==> src/rtl/lrt_pkg.sv <==
package lrt_pkg;

    typedef enum logic [3:0] {
        K_LOAD   = 4'd0,
        K_IFETCH = 4'd1,
        K_STORE  = 4'd2,
        K_RMW_RD = 4'd3,
        K_RMW_WR = 4'd4,
        K_LL     = 4'd5,
        K_SC     = 4'd6,
        K_LK_RD  = 4'd7,
        K_LK_WR  = 4'd8,
        K_FLUSH  = 4'd9
    } kind_e;

    typedef enum logic [1:0] {
        ST_NONE   = 2'd0,
        ST_ACCEPT = 2'd1,
        ST_ALIAS  = 2'd2,
        ST_FULL   = 2'd3
    } status_e;

    // alias counter slots
    localparam int A_ST_ON_LD = 0;
    localparam int A_ST_ON_ST = 1;
    localparam int A_LD_ON_LD = 2;
    localparam int A_LD_ON_ST = 3;
    localparam int A_NUM      = 4;

    function automatic logic is_read_class(input logic [3:0] k);
        return (k == K_LOAD) || (k == K_IFETCH);
    endfunction

endpackage

==> src/rtl/lrt_table.sv <==
module lrt_table #(
    parameter int ENTRIES = 4,
    parameter int LINE_W  = 26,
    parameter int TS_W    = 17,
    parameter int KIND_W  = 4,
    localparam int IDX_W  = (ENTRIES > 1) ? $clog2(ENTRIES) : 1,
    localparam int OCC_W  = $clog2(ENTRIES + 1)
) (
    input  logic              clk,
    input  logic              rst_n,
    input  logic [LINE_W-1:0] look_line,
    output logic              look_hit,
    input  logic              ins_en,
    input  logic [KIND_W-1:0] ins_kind,
    input  logic [TS_W-1:0]   now,
    input  logic              rm_en,
    input  logic [LINE_W-1:0] rm_line,
    output logic              rm_hit,
    output logic [KIND_W-1:0] rm_kind,
    input  logic [TS_W-1:0]   age_limit,
    output logic              stale,
    output logic [OCC_W-1:0]  occ
);

    typedef struct packed {
        logic [ENTRIES-1:0]             vld;
        logic [ENTRIES-1:0][LINE_W-1:0] line;
        logic [ENTRIES-1:0][KIND_W-1:0] kind;
        logic [ENTRIES-1:0][TS_W-1:0]   ts;
    } tbl_t;

    tbl_t             tbl_q, tbl_d;
    logic [IDX_W-1:0] free_idx;
    logic [IDX_W-1:0] rm_idx;
    logic             have_free;

    always_comb begin
        look_hit  = 1'b0;
        rm_hit    = 1'b0;
        rm_idx    = '0;
        have_free = 1'b0;
        free_idx  = '0;
        stale     = 1'b0;
        occ       = '0;
        for (int i = 0; i < ENTRIES; i++) begin
            if (tbl_q.vld[i] && (tbl_q.line[i] == look_line)) look_hit = 1'b1;
            if (tbl_q.vld[i] && (tbl_q.line[i] == rm_line)) begin
                rm_hit = 1'b1;
                rm_idx = IDX_W'(i);
            end
            if (tbl_q.vld[i] && ((now - tbl_q.ts[i]) >= age_limit)) stale = 1'b1;
            occ = occ + OCC_W'(tbl_q.vld[i]);
        end
        // lowest free slot wins
        for (int i = ENTRIES - 1; i >= 0; i--) begin
            if (!tbl_q.vld[i]) begin
                have_free = 1'b1;
                free_idx  = IDX_W'(i);
            end
        end
        rm_kind = tbl_q.kind[rm_idx];

        tbl_d = tbl_q;
        if (rm_en && rm_hit) tbl_d.vld[rm_idx] = 1'b0;
        if (ins_en && have_free) begin
            tbl_d.vld[free_idx]  = 1'b1;
            tbl_d.line[free_idx] = look_line;
            tbl_d.kind[free_idx] = ins_kind;
            tbl_d.ts[free_idx]   = now;
        end
    end

    always_ff @(posedge clk) begin
        if (!rst_n) tbl_q <= '0;
        else        tbl_q <= tbl_d;
    end

    // the parent never inserts a line this table already holds
    a_r5_insert_unique: assert property (@(posedge clk) disable iff (!rst_n)
        ins_en |-> !look_hit)
        else $error("a_r5_insert_unique");

    // the parent limit keeps a free slot available for every insert
    a_r2_insert_room: assert property (@(posedge clk) disable iff (!rst_n)
        ins_en |-> have_free)
        else $error("a_r2_insert_room");

    // occupancy moves by at most one per cycle in either direction
    a_r8_occ_step: assert property (@(posedge clk) disable iff (!rst_n)
        !ins_en && !(rm_en && rm_hit) |=> $stable(occ))
        else $error("a_r8_occ_step");

endmodule

==> src/rtl/lrt_watchdog.sv <==
module lrt_watchdog #(
    parameter int TH_W  = 16,
    localparam int TS_W = TH_W + 1
) (
    input  logic            clk,
    input  logic            rst_n,
    input  logic            start,
    input  logic            busy,
    input  logic [TH_W-1:0] thresh,
    input  logic            stale_any,
    output logic [TS_W-1:0] stamp,
    output logic            deadlock
);

    typedef struct packed {
        logic            armed;
        logic [TH_W-1:0] timer;
        logic [TS_W-1:0] stamp;
        logic            dead;
    } wd_t;

    wd_t  wd_q, wd_d;
    logic sweep;

    always_comb begin
        wd_d       = wd_q;
        wd_d.stamp = wd_q.stamp + TS_W'(1);
        sweep      = wd_q.armed && (wd_q.timer == thresh - TH_W'(1));
        if (sweep) begin
            wd_d.timer = '0;
            wd_d.armed = busy;
            if (stale_any) wd_d.dead = 1'b1;
        end else if (wd_q.armed) begin
            wd_d.timer = wd_q.timer + TH_W'(1);
        end
        if (start && !wd_q.armed) begin
            wd_d.armed = 1'b1;
            wd_d.timer = '0;
        end
    end

    always_ff @(posedge clk) begin
        if (!rst_n) wd_q <= '0;
        else        wd_q <= wd_d;
    end

    assign stamp    = wd_q.stamp;
    assign deadlock = wd_q.dead;

    // once raised the flag holds until reset
    a_r10_sticky: assert property (@(posedge clk) disable iff (!rst_n)
        deadlock |=> deadlock)
        else $error("a_r10_sticky");

    // an idle watchdog never raises the flag
    a_r10_idle_quiet: assert property (@(posedge clk) disable iff (!rst_n)
        !wd_q.armed && !deadlock |=> !deadlock)
        else $error("a_r10_idle_quiet");

    // with a nonzero, steady threshold the timer stays below it
    a_r10_timer_below: assert property (@(posedge clk) disable iff (!rst_n)
        wd_q.armed |-> (wd_q.timer < thresh))
        else $error("a_r10_timer_below");

endmodule

==> src/rtl/lrt_alias_counters.sv <==
module lrt_alias_counters #(
    parameter int NUM   = 4,
    parameter int CNT_W = 16
) (
    input  logic                      clk,
    input  logic                      rst_n,
    input  logic [NUM-1:0]            inc,
    output logic [NUM-1:0][CNT_W-1:0] cnt
);

    typedef struct packed {
        logic [NUM-1:0][CNT_W-1:0] val;
    } ctr_t;

    ctr_t ctr_q, ctr_d;

    always_comb begin
        ctr_d = ctr_q;
        for (int i = 0; i < NUM; i++) begin
            if (inc[i] && (ctr_q.val[i] != {CNT_W{1'b1}}))
                ctr_d.val[i] = ctr_q.val[i] + CNT_W'(1);
        end
    end

    always_ff @(posedge clk) begin
        if (!rst_n) ctr_q <= '0;
        else        ctr_q <= ctr_d;
    end

    assign cnt = ctr_q.val;

    // one alias event per request at most
    a_r6_single_event: assert property (@(posedge clk) disable iff (!rst_n)
        $onehot0(inc))
        else $error("a_r6_single_event");

    for (genvar g = 0; g < NUM; g++) begin : g_chk
        a_r6_ctr_step: assert property (@(posedge clk) disable iff (!rst_n)
            inc[g] && (cnt[g] != {CNT_W{1'b1}}) |=> cnt[g] == $past(cnt[g]) + CNT_W'(1))
            else $error("a_r6_ctr_step");
        a_r6_ctr_hold: assert property (@(posedge clk) disable iff (!rst_n)
            !inc[g] |=> $stable(cnt[g]))
            else $error("a_r6_ctr_hold");
    end

endmodule

==> src/rtl/line_req_tracker.sv <==
module line_req_tracker
    import lrt_pkg::*;
#(
    parameter int ADDR_W     = 32,
    parameter int LINE_BYTES = 64,
    parameter int MAX_OUT    = 4,
    parameter int TH_W       = 16,
    parameter int CNT_W      = 16,
    localparam int OUT_W     = $clog2(MAX_OUT + 1)
) (
    input  logic              clk,
    input  logic              rst_n,
    input  logic              req_valid,
    output logic              req_ready,
    input  logic [ADDR_W-1:0] req_addr,
    input  logic [3:0]        req_kind,
    output logic [1:0]        req_status,
    input  logic              cpl_valid,
    input  logic              cpl_write,
    input  logic [ADDR_W-1:0] cpl_addr,
    input  logic [TH_W-1:0]   wd_thresh,
    output logic              deadlock,
    output logic              cpl_err,
    output logic [OUT_W-1:0]  outstanding,
    output logic [CNT_W-1:0]  cnt_st_on_ld,
    output logic [CNT_W-1:0]  cnt_st_on_st,
    output logic [CNT_W-1:0]  cnt_ld_on_ld,
    output logic [CNT_W-1:0]  cnt_ld_on_st
);

    localparam int OFF_W  = $clog2(LINE_BYTES);
    localparam int LINE_W = ADDR_W - OFF_W;
    localparam int TS_W   = TH_W + 1;
    localparam int KIND_W = $bits(kind_e);

    typedef struct packed {
        logic              rdy;
        logic [OUT_W-1:0]  outstanding;
        logic              lock_vld;
        logic [LINE_W-1:0] lock_line;
        logic              err;
    } trk_t;

    trk_t trk_q, trk_d;

    logic [LINE_W-1:0] req_line, cpl_line;
    logic              off_bits_unused;
    logic              rd_hit, wr_hit, rd_rm_hit, wr_rm_hit;
    logic [KIND_W-1:0] rd_rm_kind, wr_rm_kind;
    logic              rd_stale, wr_stale;
    logic [OUT_W-1:0]  rd_occ, wr_occ;
    logic [TS_W-1:0]   stamp;
    logic              rd_ins, wr_ins, removed;
    logic [A_NUM-1:0]  alias_inc;
    logic [A_NUM-1:0][CNT_W-1:0] cnt_all;
    status_e           status;

    assign req_line        = req_addr[ADDR_W-1:OFF_W];
    assign cpl_line        = cpl_addr[ADDR_W-1:OFF_W];
    assign off_bits_unused = ^{req_addr[OFF_W-1:0], cpl_addr[OFF_W-1:0]};

    // ---------------- request decision and bookkeeping ----------------
    always_comb begin
        trk_d     = trk_q;
        status    = ST_NONE;
        alias_inc = '0;
        rd_ins    = 1'b0;
        wr_ins    = 1'b0;

        if (req_valid && trk_q.rdy) begin
            if (trk_q.outstanding >= OUT_W'(MAX_OUT)) begin
                status = ST_FULL;
            end else if (trk_q.lock_vld && (req_line == trk_q.lock_line) &&
                         (req_kind != KIND_W'(K_LK_WR))) begin
                status = ST_ALIAS;
            end else if (!is_read_class(req_kind)) begin
                if (rd_hit) begin
                    status = ST_ALIAS;
                    alias_inc[A_ST_ON_LD] = 1'b1;
                end else if (wr_hit) begin
                    status = ST_ALIAS;
                    alias_inc[A_ST_ON_ST] = 1'b1;
                end else begin
                    status = ST_ACCEPT;
                    wr_ins = 1'b1;
                end
            end else begin
                if (wr_hit) begin
                    status = ST_ALIAS;
                    alias_inc[A_LD_ON_ST] = 1'b1;
                end else if (rd_hit) begin
                    status = ST_ALIAS;
                    alias_inc[A_LD_ON_LD] = 1'b1;
                end else begin
                    status = ST_ACCEPT;
                    rd_ins = 1'b1;
                end
            end
        end

        removed = cpl_valid && (cpl_write ? wr_rm_hit : rd_rm_hit);

        trk_d.rdy         = 1'b1;
        trk_d.outstanding = trk_q.outstanding + OUT_W'(rd_ins | wr_ins) - OUT_W'(removed);
        if (cpl_valid && !removed) trk_d.err = 1'b1;

        if (cpl_valid && cpl_write && wr_rm_hit) begin
            if (wr_rm_kind == KIND_W'(K_LK_RD)) begin
                trk_d.lock_vld  = 1'b1;
                trk_d.lock_line = cpl_line;
            end else if ((wr_rm_kind == KIND_W'(K_LK_WR)) &&
                         (trk_q.lock_line == cpl_line)) begin
                trk_d.lock_vld = 1'b0;
            end
        end
    end

    always_ff @(posedge clk) begin
        if (!rst_n) trk_q <= '0;
        else        trk_q <= trk_d;
    end

    // ---------------- tables ----------------
    lrt_table #(
        .ENTRIES (MAX_OUT),
        .LINE_W  (LINE_W),
        .TS_W    (TS_W),
        .KIND_W  (KIND_W)
    ) u_rd_tbl (
        .clk       (clk),
        .rst_n     (rst_n),
        .look_line (req_line),
        .look_hit  (rd_hit),
        .ins_en    (rd_ins),
        .ins_kind  (req_kind),
        .now       (stamp),
        .rm_en     (cpl_valid && !cpl_write),
        .rm_line   (cpl_line),
        .rm_hit    (rd_rm_hit),
        .rm_kind   (rd_rm_kind),
        .age_limit (TS_W'(wd_thresh)),
        .stale     (rd_stale),
        .occ       (rd_occ)
    );

    lrt_table #(
        .ENTRIES (MAX_OUT),
        .LINE_W  (LINE_W),
        .TS_W    (TS_W),
        .KIND_W  (KIND_W)
    ) u_wr_tbl (
        .clk       (clk),
        .rst_n     (rst_n),
        .look_line (req_line),
        .look_hit  (wr_hit),
        .ins_en    (wr_ins),
        .ins_kind  (req_kind),
        .now       (stamp),
        .rm_en     (cpl_valid && cpl_write),
        .rm_line   (cpl_line),
        .rm_hit    (wr_rm_hit),
        .rm_kind   (wr_rm_kind),
        .age_limit (TS_W'(wd_thresh)),
        .stale     (wr_stale),
        .occ       (wr_occ)
    );

    // ---------------- watchdog and counters ----------------
    lrt_watchdog #(.TH_W(TH_W)) u_wd (
        .clk       (clk),
        .rst_n     (rst_n),
        .start     (rd_ins | wr_ins),
        .busy      (trk_d.outstanding != '0),
        .thresh    (wd_thresh),
        .stale_any (rd_stale | wr_stale),
        .stamp     (stamp),
        .deadlock  (deadlock)
    );

    lrt_alias_counters #(.NUM(A_NUM), .CNT_W(CNT_W)) u_ctr (
        .clk   (clk),
        .rst_n (rst_n),
        .inc   (alias_inc),
        .cnt   (cnt_all)
    );

    assign req_ready    = trk_q.rdy;
    assign req_status   = status;
    assign cpl_err      = trk_q.err;
    assign outstanding  = trk_q.outstanding;
    assign cnt_st_on_ld = cnt_all[A_ST_ON_LD];
    assign cnt_st_on_st = cnt_all[A_ST_ON_ST];
    assign cnt_ld_on_ld = cnt_all[A_LD_ON_LD];
    assign cnt_ld_on_st = cnt_all[A_LD_ON_ST];

    // the running count matches what the two tables hold
    a_r8_count_sum: assert property (@(posedge clk) disable iff (!rst_n)
        {1'b0, outstanding} == ({1'b0, rd_occ} + {1'b0, wr_occ}))
        else $error("a_r8_count_sum");

    // the count never exceeds the limit
    a_r2_no_overflow: assert property (@(posedge clk) disable iff (!rst_n)
        outstanding <= OUT_W'(MAX_OUT))
        else $error("a_r2_no_overflow");

    // a full tracker without completions keeps its count
    a_r2_full_holds: assert property (@(posedge clk) disable iff (!rst_n)
        (outstanding >= OUT_W'(MAX_OUT)) && !cpl_valid |=> outstanding == $past(outstanding))
        else $error("a_r2_full_holds");

    // a request to the locked line (other than the unlocking kind) inserts nothing
    a_r7_lock_no_insert: assert property (@(posedge clk) disable iff (!rst_n)
        trk_q.lock_vld && req_valid && (req_line == trk_q.lock_line) &&
        (req_kind != KIND_W'(K_LK_WR)) && !cpl_valid
        |=> outstanding == $past(outstanding))
        else $error("a_r7_lock_no_insert");

    // no request, no status
    a_r11_idle_none: assert property (@(posedge clk) disable iff (!rst_n)
        !req_valid |-> req_status == 2'd0)
        else $error("a_r11_idle_none");

endmodule

==> config.mk <==
export PLATFORM = sky130hd
export DESIGN_NAME = line_req_tracker
export DESIGN_NICKNAME = d
export VERILOG_FILES = /design/src/rtl/lrt_pkg.sv /design/src/rtl/lrt_table.sv /design/src/rtl/lrt_watchdog.sv /design/src/rtl/lrt_alias_counters.sv /design/src/rtl/line_req_tracker.sv
export SDC_FILE = /design/constraint.sdc
export NUM_CORES = 2
export LEC_CHECK = 0
export CORE_ASPECT_RATIO = 0.8
export CORE_MARGIN = 10
export CORE_UTILIZATION = 40
export DETAILED_ROUTE_END_ITERATION = 10
export PLACE_DENSITY = 0.58
export SETUP_SLACK_MARGIN = 0.2
export SYNTH_ARGS = -nofsm -noshare
export SYNTH_HDL_FRONTEND = slang
export SYNTH_SLANG_ARGS = --single-unit
==> constraint.sdc <==
create_clock -name clk -period 6.6 [get_ports clk]
set_clock_uncertainty 0.1 [all_clocks]
set_input_delay 1.65 -clock clk [delete_from_list [all_inputs] [get_ports clk]]
set_output_delay 1.65 -clock clk [all_outputs]
set_load 0.01 [all_outputs]
* Word-level counts from Yosys, hierarchy flattened
Cells that the tools add are included.
** Cells by class
- Magnitude comparators :: 17
- Reduce and logical (&&, ||, !) cells :: 58
- Bitwise logic cells :: 10
- Eq/ne operators :: 27
- Mux-type cells :: 118
- Add/subtract/negate cells :: 17
** Operators with widths (number)
- 26-bit equality test :: 18
- 192-bit 2-to-1 mux :: 2
- 104-bit bitwise mux :: 2
- 68-bit bitwise mux :: 2
- 17-bit by 16-bit greater-or-equal comparator with 1-bit output :: 8
- 17-bit subtractor :: 8
- 26-bit demux with 2-bit select :: 2
- 16-bit by 1-bit adder with 16-bit output, second input constant :: 5
- 26-bit 2-to-1 mux :: 3
- 17-bit demux with 2-bit select :: 2
- 16-bit inequality test, second input constant :: 4
- 1-bit 2-to-1 mux :: 59
- 17-bit 2-to-1 mux :: 3
- 1-bit logical AND :: 46
- 2-bit 2-to-1 mux :: 22
- 16-bit bitwise mux :: 2
- 16-bit 2-to-1 mux :: 2
- 32-bit 2-to-1 mux :: 1
- 4-bit 2-to-1 mux :: 8
- 27-bit 2-to-1 mux :: 1
- 17-bit by 1-bit adder with 17-bit output, second input constant :: 1
- 4-bit demux with 2-bit select :: 2
- 16-bit equality test :: 1
- 16-bit by 1-bit subtractor with 16-bit output, second input constant :: 1
- other kinds (23) :: 42
** Storage, ports and cells
- Register bits after elaboration :: 515
- Input bits :: 89
- Word-level logic and storage cells :: 286
- Output and inout bits :: 72

* Logic depth before layout (Yosys ltp)
- Depth after elaboration :: 18
- Mapped depth :: 23

* Cells and area by module
From an unflattened synthesis, not the netlist that was laid out.
** Second synthesis, totals
- Cells, all modules :: 4505
- Area total of the unflattened synthesis :: 35789.3 µm²
** Modules (own cells, without submodules)
- lrt_table at u_wr_tbl :: cells each 1813, area an instance 14212.4 µm², instances 1
- lrt_table at u_rd_tbl :: cells each 1786, area an instance 14111.0 µm², instances 1
- lrt_alias_counters :: cells each 379, area an instance 3186.8 µm², instances 1
- lrt_watchdog :: cells each 284, area an instance 2275.9 µm², instances 1
- line_req_tracker :: cells each 243, area an instance 2003.2 µm², instances 1

* Worst setup path after synthesis
Ideal clock, no wire load.
- Path kind :: input to register
- Start point :: input port cpl_addr[21]
- End point :: register u_wd.wd_q[34] (netlist bit)
- Setup slack :: 1.579 ns
- Required time :: 6.381 ns
- Path buffers :: 1
- Data arrival time :: 4.802 ns
- Stages :: 18
- Library setup time :: 0.119 ns
- Cell sequence :: buf_2 > xnor2_1 > nand4_1 > nor4_1 > and2_1 > nand3b_1 > o21a_1 > nand2_1 > nand2_1 > ha_1 > inv_1 > ha_1 > inv_1 > fa_1 > xor2_1 > xnor2_1 > nand4b_1 > o221a_2
** Between the ends
- Word-level cells in the longest chain between the ends :: 12
- Elaborated cells between the ends (all ways) :: 30
- Those cells by class :: 1 x add/sub; 8 x eq/ne; 11 x mux; 10 x reduce/logical
** Ends and longest elaborated chain
- start: declaration :: RTL line line_req_tracker.sv:20 : input logic [ADDR_W-1:0] cpl_addr,
- 26-bit equality test :: RTL line lrt_table.sv:47 : if (tbl_q.vld[i] && (tbl_q.line[i] == rm_line)) begin
- 1-bit logical AND :: RTL line lrt_table.sv:47
- 1-bit 2-to-1 mux (4 in a row) :: RTL line lrt_table.sv:47
- 1-bit 2-to-1 mux * :: RTL line line_req_tracker.sv:101 : removed = cpl_valid && (cpl_write ? wr_rm_hit : rd_rm_hit);
- 1-bit logical AND * :: RTL line line_req_tracker.sv:101
- 3-bit by 1-bit subtractor with 3-bit output * :: RTL line line_req_tracker.sv:104 : trk_d.outstanding = trk_q.outstanding + OUT_W'(rd_ins | wr_ins) - OUT_W'(removed);
- 3-bit nonzero test * :: RTL line line_req_tracker.sv:173 : .busy (trk_d.outstanding != '0),
- 1-bit 2-to-1 mux * :: RTL line lrt_watchdog.sv:29 : if (sweep) begin
- 17-bit 2-to-1 mux * :: RTL line lrt_watchdog.sv:36 : if (start && !wd_q.armed) begin
- end signal: assignment :: RTL line lrt_watchdog.sv:44 : else wd_q <= wd_d;
- end: declaration :: RTL line lrt_watchdog.sv:22 : wd_t wd_q, wd_d;
Mark *: on every way between the ends. The rest lies on a longest branch, timed or not. The select of a mux whose other input is x is not followed.
A chain may end at the register's enable or synchronous reset.

* Final worst setup path
- Start point :: input port req_addr[20]
- End point :: output port req_status[0]
** Between the ends
- Word-level cells in the longest chain between the ends :: 12
- Elaborated cells between the ends (all ways) :: 35
- Those cells by class :: 9 x eq/ne; 16 x mux; 10 x reduce/logical
** Ends and longest elaborated chain
- start: declaration :: RTL line line_req_tracker.sv:15 : input logic [ADDR_W-1:0] req_addr,
- 26-bit equality test :: RTL line lrt_table.sv:46 : if (tbl_q.vld[i] && (tbl_q.line[i] == look_line)) look_hit = 1'b1;
- 1-bit logical AND :: RTL line lrt_table.sv:46
- 1-bit 2-to-1 mux (4 in a row) :: RTL line lrt_table.sv:46
- 2-bit 2-to-1 mux, on equally long branches :: RTL line line_req_tracker.sv:80, line_req_tracker.sv:91
- 2-bit 2-to-1 mux, on equally long branches :: RTL line line_req_tracker.sv:77, line_req_tracker.sv:88
- 2-bit 2-to-1 mux :: RTL line line_req_tracker.sv:76 : end else if (!is_read_class(req_kind)) begin
- 2-bit 2-to-1 mux * :: RTL line line_req_tracker.sv:73 : end else if (trk_q.lock_vld && (req_line == trk_q.lock_line) &&
- 2-bit 2-to-1 mux * :: RTL line line_req_tracker.sv:71 : if (trk_q.outstanding >= OUT_W'(MAX_OUT)) begin
- 2-bit 2-to-1 mux * :: RTL line line_req_tracker.sv:70 : if (req_valid && trk_q.rdy) begin
- end: declaration :: RTL line line_req_tracker.sv:17 : output logic [1:0] req_status,
Mark *: on every way between the ends. The rest lies on a longest branch, timed or not.

==> results.py <==
metrics = {
    "drt": {
        "viasPerCell": 5.42,
        "wl_per_cell_um": 21.0,
        "routed_wl_mm": 112,
        "drc": 0,
        "antenna_left": 0,
        "via_count": 28800,
        "drt-initial-drc-count": 2677,
        "dr.pass1.iters": 6,
    },
    "synthesis": {
        "synth_warnings": 0,
        "avgSynthCellArea_um2": 8.36,
        "seq_area_frac_synth_pct": 29.8,
        "synth_cells": 4011,
        "synth_seq_cells": 499,
        "ys.flop_type": "dfxtp_1",
        "ys_async_sr_fraction_pct": 0,
        "synth_edf_count": 0,
        "synth_fp_nets": 4374,
        "synth_cell_type_count": 79,
        "syn_area_um2": 33500,
    },
    "power": {
        "total_leakage_power_nw": 15.7,
        "ir_drop_mv": 0.181,
        "powerDensity_nw_per_um2": 196,
    },
    "layout": {
        "syn_to_final_growth_pct": 15.9,
        "layout_commonest_cell": "nor2_1",
        "mostFrequentLayoutCells": "nor2_1, xnor2_1, dfxtp_1",
        "stdcell_area_um2": 38900,
        "final_cells": 5318,
        "layout-drive-gt1-share_pct": 6.95,
        "nFillCells": 8140,
        "diodes": 0,
        "nets": 4536,
    },
    "critical_path": {
        "endpoint_kind": "output pin",
        "cp.required_ps": 4850,
        "critPathArrivalTime_ps": 4540,
        "cp_max_fo": 8,
        "start_kind": "input pin",
        "critPathKind": "in -> out",
    },
    "timing": {
        "period_needed_ps": 6290,
        "rsz0062_at_grt": "true",
        "min_period_over_period_pct": 95.4,
        "tns_ps": 0,
        "max_freq_mhz": 159,
        "slew_headroom_pct": 17.9,
        "setup_viol": 0,
        "tightestPinTransition_ps": 1220,
        "hold_viol": 0,
        "hold_ws_ps": 355,
        "slew_violations": 0,
    },
    "placement": {
        "placed_area_um2": 36900,
        "dp_cells": 5218,
        "io_buffers": 148,
        "dp_hpwl_mm": 80.1,
        "gp_congestion": 0.911,
    },
    "clocking": {
        "cts_buffer_depth": 3,
        "cts_setup_buffers": 0,
        "clk_pin_slew_ps": 60,
        "ctsHtreeMaxLevel": 2,
        "cts_inserted_buffers": 57,
        "clock_sinks": 499,
        "cts_tree": "built",
        "clk_root_buffer_cell": "clkbuf_16",
        "clock_latency_ps": 650,
    },
    "hold_path": {
        "hold_path_class": "reg -> reg",
    },
    "grt": {
        "grt_max_degree": 158,
        "antenna_found_initial": 5,
        "gr-usage-all-layers_pct": 22.5,
        "grt_overflow": 0,
        "grt_pass1_vias": 26300,
        "grt_pass1_wl_mm": 167,
    },
    "die": {
        "die_w_um": 344,
        "num_rows": 94,
        "io_pins": 161,
        "start_util_pct": 40.6,
        "coreArea_um2": 82700,
        "die_y_um": 279,
        "die_area_um2": 95900,
    },
    "outcome": {
        "status": "finished, final reports clean",
    },
    "run": {
        "maxCapViolations": 0,
    },
}
through the flow:
stage	utilization (%)	power (mW)	setup WS, ps
floorplan	-	3.90	1580
global placement	44.7	4.32	279
detailed placement	44.7	4.33	265
CTS	47.0	7.68	266
global route	47.0	7.93	108
finish	47.0	7.63	305
per-layer routing:
metal | GRT usage [%] | vias to the layer above | wire, um | part of all wire, %
li1 | - | 14000 | - | -
met1 | 33.9 | 13600 | 54400 | 49
met2 | 31.4 | 981 | 44000 | 39
met3 | 5.34 | 163 | 10500 | 9.4
met4 | 5.40 | 6 | 2590 | 2.3
met5 | 0 | - | 45 | 0.040
worst paths after layout:
path	start	endpoint	slack (ps)	cells past startpoint
min reg2reg	flip-flop	flip-flop	350	2
max reg2reg	u_wd.stamp[0]$_SDFF_PN0_	u_wd.deadlock$_SDFFE_PN0P_	640	24
min	flip-flop	flip-flop	350	2
max	req_addr[20]	req_status[0]	310	11
area by class of cell:
type | instances | area (um2) | share of cell area [%]
clock buffers | 82 | 1660 | 4.27
clock inverters | 18 | 253 | 0.650
inverters | 202 | 766 | 1.97
multi-input cells | 3095 | 21800 | 56.0
flip-flops and latches | 499 | 9990 | 25.7
well taps | 1104 | 1380 | 3.55
repair buffers | 318 | 3060 | 7.87
synthesized netlist by cell type, types with 10 or more instances:
master     instances  area share, %
nor2_1           524            5.9
xnor2_1          511             13
dfxtp_1          499             30
nand2_1          306            3.4
mux2i_1          295            8.8
ha_1             265            9.9
a21oi_1          225            3.4
inv_1            201            2.2
xor2_1           154            4.0
nand4_1          142            2.6
nand3_1           91            1.4
clkbuf_1          88           0.98
buf_2             87            1.3
o21ai_0           87            1.3
nor3_1            80            1.2
nor4_1            48           0.90
nor2b_1           36           0.67
buf_4             32           0.72
and3_1            29           0.54
o21a_1            26           0.58
or3_1             22           0.41
a21o_1            18           0.40
a211oi_1          14           0.31
and2_1            14           0.26
a21boi_0          13           0.29
a31oi_1           13           0.24
o31a_1            11           0.29
o31ai_1           11           0.25
o2111ai_1         10           0.26
power breakdown:
group,total [mW],internal (mW),switching [mW]
registers,3.06,3.03,0.0286
clock network,3.33,1.94,1.40
logic,1.23,0.513,0.718
total,7.63,5.48,2.14
cells by family (layout without fill, tap and decap cells):
logic type      Yosys count  count (layout)  share of synthesized area (%)
compound gates          516             516                           9.59
fa+ha+maj               274             274                           10.4
buf+inv                 417             620                           5.48
flops                   499             499                           29.8
xor+xnor                665             665                           17.4
mux                     297             297                           8.87
simple gates           1343            1343                           18.5
what timing repair did:
item                                    CTS  global route
hold buffers                              0             0
resized for setup                         0             3
endpoints found under the setup margin    0             3
critical path: stages:
cell             delay, ps
clkdlybuf4s50_1        780
buf_4                  320
xnor2_1                110
nand4_1                110
nor4_1                  50
a22oi_1                350
nand2_1                160
nor2_1                 170
a21oi_1                 90
nor2_1                 160
clkdlybuf4s50_1        580
Note: power is estimated with default switching activity, not from simulation.
